$ cat src/rtl/hpc_pkg.sv
package hpc_pkg;
  parameter int HALF_W    = 16;
  parameter int ADDR_W    = 32;
  parameter int ADDR_STEP = 4;
  localparam int WORD_W   = 2 * HALF_W;

  typedef enum logic [1:0] {
    CMD_CTL      = 2'b00,
    CMD_DATA_INC = 2'b01,
    CMD_ADDR     = 2'b10,
    CMD_DATA     = 2'b11
  } hostCmdE;

  typedef enum logic [1:0] {
    OUT_CTL  = 2'd0,
    OUT_ADDR = 2'd1,
    OUT_DHI  = 2'd2
  } outSelE;

  typedef struct packed {
    logic   ctlWr;
    logic   addrLoWr;
    logic   addrHiWr;
    logic   dataLoWr;
    logic   issueWr;
    logic   issueRd;
    logic   ackWr;
    logic   ackRd;
    logic   autoInc;
    logic   outLoad;
    outSelE outSel;
    logic   addrHi;
  } hpcStrobesT;
endpackage

$ cat src/rtl/hpc_ctrl.sv
module hpc_ctrl
  import hpc_pkg::*;
(
  input  logic       clk,
  input  logic       rstN,
  input  logic       hostCsN,
  input  logic       hostStrb1N,
  input  logic       hostStrb2N,
  input  logic [1:0] hostCtl,
  input  logic       hostRead,
  input  logic       hostHalfSel,
  input  logic       dataAck,
  output hpcStrobesT strobes,
  output logic       pending
);
  logic stbNow, stbPrev, cycStart;
  logic pendRead, pendAuto, addrPhase;
  hostCmdE cmd;

  assign stbNow   = ~hostCsN & (hostStrb1N ^ hostStrb2N);
  assign cycStart = stbNow & ~stbPrev & ~pending;
  assign cmd      = hostCmdE'(hostCtl);

  always_comb begin
    strobes = '0;
    strobes.outSel = OUT_CTL;
    if (cycStart) begin
      case (cmd)
        CMD_CTL: begin
          if (hostRead) begin
            strobes.outLoad = 1'b1;
            strobes.outSel  = OUT_CTL;
          end else begin
            strobes.ctlWr = 1'b1;
          end
        end
        CMD_ADDR: begin
          if (hostRead) begin
            strobes.outLoad = 1'b1;
            strobes.outSel  = OUT_ADDR;
            strobes.addrHi  = addrPhase;
          end else if (addrPhase) begin
            strobes.addrHiWr = 1'b1;
          end else begin
            strobes.addrLoWr = 1'b1;
          end
        end
        default: begin
          if (hostRead) begin
            if (hostHalfSel) begin
              strobes.outLoad = 1'b1;
              strobes.outSel  = OUT_DHI;
            end else begin
              strobes.issueRd = 1'b1;
            end
          end else if (hostHalfSel) begin
            strobes.issueWr = 1'b1;
          end else begin
            strobes.dataLoWr = 1'b1;
          end
        end
      endcase
    end
    if (pending && dataAck) begin
      strobes.ackWr   = ~pendRead;
      strobes.ackRd   = pendRead;
      strobes.autoInc = pendAuto;
    end
  end

  always_ff @(posedge clk or negedge rstN) begin
    if (!rstN) begin
      stbPrev   <= 1'b0;
      pending   <= 1'b0;
      pendRead  <= 1'b0;
      pendAuto  <= 1'b0;
      addrPhase <= 1'b0;
    end else begin
      stbPrev <= stbNow;
      if (cycStart) begin
        addrPhase <= (cmd == CMD_ADDR) ? ~addrPhase : 1'b0;
      end
      if (strobes.issueWr || strobes.issueRd) begin
        pending  <= 1'b1;
        pendRead <= strobes.issueRd;
        pendAuto <= (cmd == CMD_DATA_INC);
      end else if (pending && dataAck) begin
        pending <= 1'b0;
      end
    end
  end
endmodule

$ cat src/rtl/hpc_datapath.sv
module hpc_datapath
  import hpc_pkg::*;
(
  input  logic              clk,
  input  logic              rstN,
  input  hpcStrobesT        strobes,
  input  logic [HALF_W-1:0] hostDataIn,
  input  logic [WORD_W-1:0] dataRdata,
  output logic [HALF_W-1:0] hostDataOut,
  output logic              cpuInt,
  output logic              dataWrite,
  output logic [ADDR_W-1:0] dataAddr,
  output logic [WORD_W-1:0] dataWdata
);
  localparam logic [ADDR_W-1:0] STEP = ADDR_W'(ADDR_STEP);

  logic              dualMode, addrSel;
  logic [ADDR_W-1:0] rdAddr, wrAddr, selAddr;
  logic [HALF_W-1:0] addrLoHold, dataLoHold, ctlView;
  logic [WORD_W-1:0] rdHold;
  logic [ADDR_W-1:0] newAddr;
  logic              hitRd, hitWr;

  assign ctlView = {{(HALF_W-3){1'b0}}, addrSel, dualMode, 1'b0};
  assign selAddr = (dualMode && addrSel) ? wrAddr : rdAddr;
  assign newAddr = {hostDataIn, addrLoHold};
  assign hitRd   = strobes.addrHiWr && (!dualMode || !addrSel);
  assign hitWr   = strobes.addrHiWr && (!dualMode || addrSel);

  always_ff @(posedge clk or negedge rstN) begin
    if (!rstN) begin
      dualMode   <= 1'b0;
      addrSel    <= 1'b0;
      cpuInt     <= 1'b0;
      addrLoHold <= '0;
      dataLoHold <= '0;
    end else begin
      cpuInt <= strobes.ctlWr & hostDataIn[0];
      if (strobes.ctlWr) begin
        dualMode <= hostDataIn[1];
        addrSel  <= hostDataIn[2];
      end
      if (strobes.addrLoWr) addrLoHold <= hostDataIn;
      if (strobes.dataLoWr) dataLoHold <= hostDataIn;
    end
  end

  always_ff @(posedge clk or negedge rstN) begin
    if (!rstN) begin
      rdAddr <= '0;
      wrAddr <= '0;
    end else begin
      if (hitRd) rdAddr <= newAddr;
      else if (strobes.ackRd && strobes.autoInc) rdAddr <= rdAddr + STEP;
      if (hitWr) wrAddr <= newAddr;
      else if (strobes.ackWr && strobes.autoInc) wrAddr <= wrAddr + STEP;
    end
  end

  always_ff @(posedge clk or negedge rstN) begin
    if (!rstN) begin
      dataWrite <= 1'b0;
      dataAddr  <= '0;
      dataWdata <= '0;
    end else if (strobes.issueWr) begin
      dataWrite <= 1'b1;
      dataAddr  <= wrAddr;
      dataWdata <= {hostDataIn, dataLoHold};
    end else if (strobes.issueRd) begin
      dataWrite <= 1'b0;
      dataAddr  <= rdAddr;
    end
  end

  always_ff @(posedge clk or negedge rstN) begin
    if (!rstN) begin
      rdHold      <= '0;
      hostDataOut <= '0;
    end else if (strobes.ackRd) begin
      rdHold      <= dataRdata;
      hostDataOut <= dataRdata[HALF_W-1:0];
    end else if (strobes.outLoad) begin
      case (strobes.outSel)
        OUT_CTL:  hostDataOut <= ctlView;
        OUT_ADDR: hostDataOut <= strobes.addrHi ? selAddr[ADDR_W-1:HALF_W]
                                                : selAddr[HALF_W-1:0];
        default:  hostDataOut <= rdHold[WORD_W-1:HALF_W];
      endcase
    end
  end
endmodule

$ cat src/rtl/host_port_decoder.sv
module host_port_decoder
  import hpc_pkg::*;
(
  input  logic              clk,
  input  logic              rstN,
  input  logic              hostCsN,
  input  logic              hostStrb1N,
  input  logic              hostStrb2N,
  input  logic [1:0]        hostCtl,
  input  logic              hostRead,
  input  logic              hostHalfSel,
  input  logic [HALF_W-1:0] hostDataIn,
  output logic [HALF_W-1:0] hostDataOut,
  output logic              hostWait,
  output logic              cpuInt,
  output logic              dataReq,
  output logic              dataWrite,
  output logic [ADDR_W-1:0] dataAddr,
  output logic [WORD_W-1:0] dataWdata,
  input  logic              dataAck,
  input  logic [WORD_W-1:0] dataRdata
);
  hpcStrobesT strobes;
  logic       pending;

  hpc_ctrl u_ctrl (
    .clk(clk), .rstN(rstN),
    .hostCsN(hostCsN), .hostStrb1N(hostStrb1N), .hostStrb2N(hostStrb2N),
    .hostCtl(hostCtl), .hostRead(hostRead), .hostHalfSel(hostHalfSel),
    .dataAck(dataAck), .strobes(strobes), .pending(pending)
  );

  hpc_datapath u_dp (
    .clk(clk), .rstN(rstN), .strobes(strobes),
    .hostDataIn(hostDataIn), .dataRdata(dataRdata),
    .hostDataOut(hostDataOut), .cpuInt(cpuInt),
    .dataWrite(dataWrite), .dataAddr(dataAddr), .dataWdata(dataWdata)
  );

  assign dataReq  = pending;
  assign hostWait = pending;
endmodule

$ cat config.mk
export PLATFORM = sky130hd
export DESIGN_NAME = host_port_decoder
export DESIGN_NICKNAME = d
export VERILOG_FILES = /design/src/rtl/hpc_pkg.sv /design/src/rtl/hpc_ctrl.sv /design/src/rtl/hpc_datapath.sv /design/src/rtl/host_port_decoder.sv
export SDC_FILE = /design/constraint.sdc
export NUM_CORES = 1
export LEC_CHECK = 0
export BUFFER_PORTS_ARGS = -buffer_cell sky130_fd_sc_hd__buf_2
export CAP_MARGIN = 15
export CORE_MARGIN = 2
export CORE_UTILIZATION = 40
export CTS_BUF_LIST = sky130_fd_sc_hd__clkbuf_8
export CTS_CLUSTER_SIZE = 10
export DETAILED_ROUTE_END_ITERATION = 10
export PLACE_DENSITY = 0.64
export REMOVE_ABC_BUFFERS = 1
export SLEW_MARGIN = 30
export SYNTH_ARGS = -nofsm -noshare
export SYNTH_HDL_FRONTEND = slang
export SYNTH_SLANG_ARGS = --single-unit
$ cat constraint.sdc
create_clock -name clk -period 2.1 [get_ports clk]
set_input_delay 0.105 -clock clk [delete_from_list [all_inputs] [get_ports clk]]
set_output_delay 0.105 -clock clk [all_outputs]
set_load 0.02 [all_outputs]
==> flow_summary.toml, run 1 <==
[worst_hold_path]
hold_path_startpoint = "hostHalfSel"
hold_class = "in -> reg"

[power_and_ir_drop]
netSwitchingFraction_pct = 33.2
p_clk_share_pct = 28.9
cellPowerDensity_mw_per_mm2 = 980
power.switching_mw = 4.24
ir_drop_mv = 0.586
p_int_mw = 8.52
power.static_leakage_nw = 6.41
pwr-share-seq_pct = 44.1
report.power.total_mw = 12.8
p_comb_share_pct = 27.0

[finish]
final_layout_size_suffix_gt1_share_pct = 32.0
diodes = 0
layout.nets = 1296
fin_cells = 1589
fillers = 2251
final_core_util_pct = 52.1
syn_to_final_growth_pct = 29.3
stdcell_area_sq_mm = 0.0130

[setup_path]
cp_data_required_time_ns = 2.49
max_stage_delay_ns = 0.52
worstPathCellList = "or4_4, nor3b_2, nand2_1, buf_4, o211ai_1, o311ai_1"
worstSetupPathType = "reg -> reg"
crit_path_max_fanout = 6
crit_arrival_ns = 2.45
timing.rr.start = "u_ctrl.stbPrev"
startpoint_type = "flip-flop"
crit_buf_inv = 1
slowest_stage = "or4_4"
cp_top_family = "simple AND/OR/NAND/NOR gates"
cp-end-kind = "flip-flop"
worstSetupStartpoint = "u_ctrl.stbPrev"

[logic_synthesis]
synth-seq-cells = 201
ys_seq_area_share_pct = 50.0
syn_inst = 964
synth_ff_type = "dfrtp_1"
synth_edf_count = 0
synth.cell_area_sq_mm = 0.0101
syn_avg_cell_area_sq_um = 10.4
ys_warn_count = 0
yosysUniqueCellTypes = 60
synth_async_sr_flop_share_pct = 100

[detailed_routing]
first_iter_violations = 836
viasPerCell = 5.51
drtAntennaViolNets = 0
drc = 0
vias = 8753
avgRoutedWirePerCell_um = 19.1
firstDrtPassIters = 5
drt-total-wl_um = 30300

[sta]
skew_ns = 0.0160
slew_viol_final = 0
hold_ws_ns = 0.0808
finalCriticalPeriod_ns = 2.06
fin_crit_sh_pct = 98.3
slew_headroom_pct = 61.4
fin_ws_ns = 0.0365
rsz0062_at_grt = "yes"
worst_pin_slew_ns = 0.579
hold_viol = 0
fmax_mhz = 485
finalSetupTns_ns = 0
setup_violations = 0

[clocking]
htreeDepth = 2
clockBufferDepth = 3
clk_pin_slew_worst_paths_ns = 0.06
cts_root_buf = "clkbuf_8"
cts_tree = "done"
insertion_delay_ns = 0.53
clock-sinks = 201
cts_buffers = 38

[floorplanning]
die_w_um = 163
coreArea_sq_mm = 0.0250
dieArea_sq_mm = 0.0265
fp-row-count = 58
initial_core_util_pct = 40.3
ios = 142
dieHeight_um = 163

[grt]
grtUsageTotal_pct = 22.8
grt_pass1_vias = 8639
antenna_found_initial = 0
grt_pass1_wl_um = 47300
grt_max_degree = 57
grt_overflow = 0

[placement]
post_dp_cell_area_sq_mm = 0.0118
portBuffers = 141
dp_slack_ns = 0.0538
place_congestion = 0.915
dp.cells = 1474
dp_hpwl_um = 20700

[flow_run]
maxCapViolations = 0

[run_status]
outcome = "complete, no violations"
## Yosys cell counts, drive strengths merged (8+ instances only)
cell type / count / share of area, %
a21oi: 65 / 3.2
and3: 8 / 0.50
o21ai: 74 / 3.7
clkbuf: 26 / 0.97
nor2: 63 / 2.5
buf: 37 / 2.3
mux2: 69 / 8.5
nand4: 24 / 1.5
xor2: 15 / 1.3
nand3: 44 / 2.4
o211ai: 16 / 1.2
a22oi: 9 / 0.67
mux4: 16 / 3.6
o311ai: 11 / 0.96
nand2: 160 / 6.1
dfrtp: 201 / 50
nor4: 9 / 0.92
nor3: 10 / 0.71
mux2i: 33 / 3.3
## worst paths after layout
| check | to | slack [ns] | depth (start not counted) |
|---|---|---|---|
| min reg2reg | u_dp.rdHold[24] | 0.47 | 2 |
| max in group asynchronous | u_dp.dataWdata[28] | 1.27 | 3 |
| max reg2reg | u_dp.rdAddr[26] | 0.04 | 6 |
| min | u_dp.hostDataOut[15] | 0.08 | 4 |
| min in group asynchronous | u_dp.hostDataOut[1] | 0.11 | 2 |
| max | u_dp.rdAddr[26] | 0.04 | 6 |
## state kept, by name, indices dropped and copies added (netlist names)
name,flops
u_dp.rdHold,16
u_dp.addrSel,1
u_dp.dataAddr,32
u_dp.addrLoHold,16
u_dp.hostDataOut,16
u_ctrl.pending,1
u_dp.dualMode,1
u_dp.dataLoHold,16
u_dp.rdAddr,32
u_dp.dataWrite,1
u_ctrl.stbPrev,1
u_dp.cpuInt,1
u_ctrl.pendRead,1
u_dp.wrAddr,32
u_ctrl.addrPhase,1
u_ctrl.pendAuto,1
u_dp.dataWdata,32
## cells by family (layout without fill, tap and decap cells)
| logic type | after synthesis | in the layout | synth area share [%] |
|---|---|---|---|
| buffers and inverters | 68 | 363 | 3.45 |
| muxes | 118 | 118 | 15.3 |
| AOI/OAI and AO/OA | 200 | 200 | 11.9 |
| xor gates and xnor gates | 20 | 20 | 1.81 |
| and+or+nand+nor | 355 | 355 | 17.3 |
| DFF | 201 | 201 | 50.0 |
| adders and majority gates | 2 | 2 | 0.249 |
## cell usage in the layout, fill, tap and decap left out, drive strengths merged, types with 6 or more instances in the layout
cell type / instances
buf: 242
dfrtp: 201
nand2: 160
o21ai: 74
mux2: 69
a21oi: 65
nor2: 63
dlygate4sd3: 52
clkbuf: 50
nand3: 44
mux2i: 33
nand4: 24
inv: 19
o211ai: 16
mux4: 16
xor2: 15
o311ai: 11
nor3: 10
a22oi: 9
nor4: 9
and3: 8
nand2b: 7
or4: 7
a31oi: 6
a221o: 6
## worst reg2reg max path, delay by kind of cell (launching register included)
family          cells  cell delay, ns
compound gates      2            0.22
simple gates        3            1.10
flops               1            0.37
buf+inv             1            0.23
## layer usage
layer	share of wire [%]	global-route usage (%)
met1	44	31.1
met2	47	36.8
met3	7.7	5.07
met4	1.7	6.44
met5	0	0
## layout make-up
| cell class | count | area (sq um) | share of cell area [%] |
|---|---|---|---|
| timing repair buffer | 295 | 2110 | 16.2 |
| multi-input combinational | 695 | 4720 | 36.2 |
| clock buffer | 49 | 674 | 5.18 |
| sequential | 201 | 5030 | 38.6 |
| tap | 330 | 413 | 3.17 |
| inverter | 5 | 18.8 | 0.144 |
| clock inverter | 14 | 52.6 | 0.404 |
## power groups by stage
stage          registers, mW  logic [mW]  clock network [mW]
6_report                5.62        3.44                3.69
5_1_grt                 5.76        3.73                3.99
4_1_cts                 5.62        3.45                3.80
3_5_place_dp            5.67        3.36                   0
3_3_place_gp            5.63        3.31                   0
2_1_floorplan           6.24        1.33                   0
## repair_timing
item | 4_1_cts | 5_1_grt
gates resized for setup | 0 | 4
hold endpoints to repair | 272 | 0
buffers inserted | 0 | 0
endpoints found under the setup margin | 0 | 10
hold buffers | 52 | 0
Power figures use the tool's default switching activity.
==> inputs of run 2 (changes only) <==
CELL_PAD_IN_SITES_DETAIL_PLACEMENT = 1   (was unset)
CELL_PAD_IN_SITES_GLOBAL_PLACEMENT = 1   (was unset)
PLACE_DENSITY = 0.74   (was 0.64)
==> run 2 against run 1 <==
Sequential power increased by 0.9%. Clock power increased by 2%. First-iteration DRC count decreased by 27%. Total power increased by 1.5%. Count of clock-buffer cells in the layout decreased by 5. Hold slack got worse by 0.025 ns. Critical endpoint is now u_dp.wrAddr[11].
==> flow_summary.toml, run 2 (synthesis results as in run 1) <==
[power_and_ir_drop]
cellPowerDensity_mw_per_mm2 = 994
p_clk_share_pct = 29.1
ir_drop_mv = 0.417
p_int_mw = 8.59
power.switching_mw = 4.36
netSwitchingFraction_pct = 33.7
pwr-share-seq_pct = 43.8
p_comb_share_pct = 27.2
power.static_leakage_nw = 6.39

[setup_path]
cp_data_required_time_ns = 2.50
startpoint_type = "flip-flop"
crit_buf_inv = 2
crit_arrival_ns = 2.47
crit_path_max_fanout = 16
worstPathCellList = "or4_4, or2_2, nor2_4, buf_4, buf_12, nand2_1, o311ai_0"
max_stage_delay_ns = 0.55
cp_top_family = "simple AND/OR/NAND/NOR gates"
worstSetupPathType = "reg -> reg"
cp-end-kind = "flip-flop"
slowest_stage = "or4_4"

[finish]
fillers = 2798
layout.nets = 1296
mostFrequentLayoutCell = "dfrtp_1"
final_layout_size_suffix_gt1_share_pct = 32.4
mostFrequentLayoutCells = "201 x dfrtp_1, 157 x nand2_1, 140 x buf_2"
multi_input_area_sq_mm = 0.00472
regArea_sq_mm = 0.00503
syn_to_final_growth_pct = 29.5
fin_cells = 1587
diodes = 0

[sta]
rsz0062_at_grt = "yes"
setup_violations = 0
worst_pin_slew_ns = 0.617
slew_viol_final = 0
finalCriticalPeriod_ns = 2.07
hold_viol = 0
fmax_mhz = 482
fin_ws_ns = 0.0272
skew_ns = 0.0260
fin_crit_sh_pct = 98.7
slew_headroom_pct = 58.7

[detailed_routing]
drtAntennaViolNets = 0
met2_length_um = 16600
first_iter_violations = 614
avgRoutedWirePerCell_um = 21.5
dr.max_layer_used = "met4"
drc = 0
viasPerCell = 5.63
drt-met1-wl_um = 14600
vias = 8927
drt-total-wl_um = 34100
firstDrtPassIters = 4
dr_wl_met3_um = 2020

[worst_hold_path]
hold_class = "in -> reg"

[placement]
portBuffers = 141
dp.cells = 1472
dp_hpwl_um = 23200
dp_slack_ns = 0.0152
place_congestion = 0.912

[floorplanning]
dieArea_sq_mm = 0.0265
coreArea_sq_mm = 0.0250
initial_core_util_pct = 40.3
dieHeight_um = 163
fp-row-count = 58
ios = 142
die_w_um = 163

[clocking]
clk_pin_slew_worst_paths_ns = 0.06
cts_buffers = 36
clock-sinks = 201
cts_tree = "done"
insertion_delay_ns = 0.53
htreeDepth = 2
cts_root_buf = "clkbuf_8"
clockBufferDepth = 3

[grt]
antenna_found_initial = 0
grtUsageTotal_pct = 25.8
grt_overflow = 0
grt_pass1_vias = 9465
grt_pass1_wl_um = 52900
grt_max_degree = 60

[flow_run]
maxCapViolations = 0

[run_status]
outcome = "complete, no violations"
run 2: path summary, 6_finish.rpt:
| check | startpoint | to | slack (ns) | cells past startpoint |
|---|---|---|---|---|
| max in group asynchronous | rstN | u_dp.dataAddr[10] | 1.18 | 3 |
| min reg2reg | u_dp.rdHold[23] | u_dp.rdHold[23] | 0.48 | 2 |
| max | u_ctrl.stbPrev | u_dp.wrAddr[11] | 0.03 | 7 |
| min in group asynchronous | rstN | u_dp.hostDataOut[2] | 0.13 | 2 |
| max reg2reg | u_ctrl.stbPrev | u_dp.wrAddr[11] | 0.03 | 7 |
| min | hostCtl[1] | u_dp.cpuInt | 0.06 | 3 |
run 2: what timing repair did:
item	CTS	global route
gates resized for setup	0	7
hold endpoints to repair	213	0
endpoints found under the setup margin	0	15
setup buffers	0	3
hold buffers	52	0
run 2: worst reg2reg max path: cells and delay by family, from the launching register on:
kind	cells	cell delay [ns]
AO/OA/AOI/OAI	1	0.13
buffers and inverters	2	0.31
flip-flops	1	0.42
AND/OR/NAND/NOR	4	1.09
run 2: power by group through the flow:
stage	combinational, mW	sequential, mW	clock (mW)
2_1_floorplan	1.33	6.24	0
3_3_place_gp	3.31	5.65	0
3_5_place_dp	3.42	5.70	0
4_1_cts	3.51	5.65	3.86
5_1_grt	3.81	5.79	4.04
6_report	3.52	5.67	3.77
run 2: layer usage:
metal  vias to the layer above  GRT usage, %
met3                        74          4.53
met2                       297          43.7
met5                         -             0
met4                         0          8.49
met1                      4536          33.8
li1                       4020             -
run 2: layout make-up:
type / count / area share [%]
inverter: 5 / 0.144
multi-input combinational: 695 / 36.2
sequential: 201 / 38.6
clock buffer: 44 / 4.65
tap: 330 / 3.17
timing repair buffer: 297 / 16.3
clock inverter: 15 / 0.941
run 2: metrics by stage:
| step | util, % | instance area [sq um] | power [mW] | hold slack, ns | TNS, ns |
|---|---|---|---|---|---|
| 6_report | 52.2 | 13000 | 13.0 | 0.0561 | 0 |
| 5_1_grt | 52.2 | 13000 | 13.6 | 0.0397 | -0.0284 |
| 4_1_cts | 51.9 | 13000 | 13.0 | 0.0122 | 0 |
| 3_5_place_dp | 46.9 | 11700 | 9.12 | 0.128 | 0 |
| 3_3_place_gp | 46.9 | 11700 | 8.96 | 0.126 | 0 |
| 2_1_floorplan | - | 9740 | 7.57 | -0.191 | -101.15 |
==> inputs of run 3 (changes only) <==
--- a/config.mk
+++ b/config.mk
@@ -11,2 +11,3 @@
 export CELL_PAD_IN_SITES_GLOBAL_PLACEMENT = 1
+export CORE_ASPECT_RATIO = 1.25
 export CORE_MARGIN = 2
--- a/constraint.sdc
+++ b/constraint.sdc
@@ -3,2 +3,2 @@
 set_output_delay 0.105 -clock clk [all_outputs]
-set_load 0.02 [all_outputs]
+set_load 0.01 [all_outputs]
==> run 3 against run 2 <==
Setup slack got worse by 0.0077 ns. Register-to-register slack about the same. Clock power decreased by 3%. Sequential share of layout area decreased by 0.21 points. First-iteration DRC count decreased by 26%. Critical endpoint is now u_dp.wrAddr[1]. Largest cell class unchanged.
==> flow_summary.toml, run 3 (synthesis results as in run 1) <==
[sta]
fin_crit_sh_pct = 99.1
setup_violations = 0
worst_pin_slew_ns = 0.520
hold_ws_ns = 0.0931
slew_viol_final = 0
finalSetupTns_ns = 0
skew_ns = 0.0210
hold_viol = 0
finalCriticalPeriod_ns = 2.08
fmax_mhz = 481
rsz0062_at_grt = "yes"
slew_headroom_pct = 65.1

[power_and_ir_drop]
p_comb_share_pct = 25.2
p_int_mw = 8.47
power.static_leakage_nw = 6.47
pwr-share-seq_pct = 45.5
power.switching_mw = 3.97
netSwitchingFraction_pct = 31.9
report.power.total_mw = 12.4
cellPowerDensity_mw_per_mm2 = 950
p_clk_share_pct = 29.3
ir_drop_mv = 0.384

[clocking]
clockBufferDepth = 3
htreeDepth = 2
cts_root_buf = "clkbuf_8"
cts_tree = "done"
clock-sinks = 201
clk_pin_slew_worst_paths_ns = 0.06
insertion_delay_ns = 0.53
cts_buffers = 36

[setup_path]
cp_top_family = "simple AND/OR/NAND/NOR gates"
reg2reg_slack_ns = 0.02
max_stage_delay_ns = 0.53
slowest_stage = "or4_4"
crit_arrival_ns = 2.49
startpoint_type = "flip-flop"
worstSetupPathType = "reg -> reg"
cp-end-kind = "flip-flop"
crit_path_max_fanout = 7
crit_buf_inv = 1
cp_data_required_time_ns = 2.51
worstPathCellList = "or4_4, or2_2, nor2_4, buf_6, mux2_2"

[floorplanning]
ios = 142
die_w_um = 146
fp-row-count = 64
dieHeight_um = 181
dieArea_sq_mm = 0.0265
coreArea_sq_mm = 0.0246
initial_core_util_pct = 41.0

[grt]
grt_pass1_wl_um = 54600
grtUsageTotal_pct = 26.1
grt_max_degree = 52
grt_pass1_vias = 9778
antenna_found_initial = 0
grt_overflow = 0

[detailed_routing]
firstDrtPassIters = 5
first_iter_violations = 457
vias = 8988
drtAntennaViolNets = 0
viasPerCell = 5.62
drt-total-wl_um = 34500
drc = 0
avgRoutedWirePerCell_um = 21.5

[placement]
place_congestion = 0.853
portBuffers = 141
post_dp_cell_area_sq_mm = 0.0118
dp_hpwl_um = 23800

[finish]
diodes = 0
stdcell_area_sq_mm = 0.0131
final_layout_size_suffix_gt1_share_pct = 32.4
syn_to_final_growth_pct = 30.1
mostFrequentLayoutCells = "201 x dfrtp_1, 157 x nand2_1, 140 x buf_2"
final_core_util_pct = 53.3
layout.nets = 1305
mostFrequentLayoutCell = "dfrtp_1"

[run_status]
outcome = "complete, no violations"

[flow_run]
maxCapViolations = 0

[worst_hold_path]
hold_class = "in -> reg"
[run 3: cell type report]
class	count	area [sq um]
fill	2759	11500
sequential	201	5030
multi-input combinational	695	4710
timing repair buffer	306	2230
clock buffer	44	606
tap	330	413
clock inverter	18	96.3
inverter	5	18.8
[run 3: worst min-delay path, delay by kind of cell]
kind	cells	cell delay, ns
buffers and inverters	1	0.21
AOI/OAI and AO/OA	1	0.09
and+or+nand+nor	2	0.18
[run 3: final timing paths]
kind,from,to,depth (start not counted)
min in group asynchronous,rstN,u_dp.dataWdata[5],2
max reg2reg,u_ctrl.stbPrev,u_dp.wrAddr[1],5
min,hostHalfSel,u_dp.hostDataOut[15],4
max,u_ctrl.stbPrev,u_dp.wrAddr[1],5
min reg2reg,u_dp.rdHold[22],u_dp.rdHold[22],2
max in group asynchronous,rstN,u_dp.wrAddr[22],3
[run 3: metrics by stage]
stage	instances	worst slack [ns]
5_1_grt	1599	-0.0350
6_report	1599	0.0196
4_1_cts	1594	0.00208
3_3_place_gp	1479	0.0831
2_1_floorplan	901	-1.22
3_5_place_dp	1479	0.0160
[run 3: timing repair]
action	CTS	global route
hold buffers	53	0
resized for setup	0	8
setup buffers	0	5
setup endpoints to repair	0	16
endpoints found under the hold margin	294	0
[run 3: power by group through the flow]
stage	clock (mW)	combinational (mW)	sequential [mW]
final	3.64	3.13	5.67
after global routing	3.89	3.42	5.80
after CTS	3.73	3.15	5.66
after detailed placement	0	3.05	5.71
after global placement	0	2.94	5.65
after floorplan	0	1.33	5.85
[run 3: routing by layer]
layer	vias to the layer above	wire [um]	track usage (%)
met5	-	0	0
met4	0	1130	9.45
met3	81	1690	4.32
met2	279	17900	47.0
met1	4582	13800	31.5
li1	4046	-	-
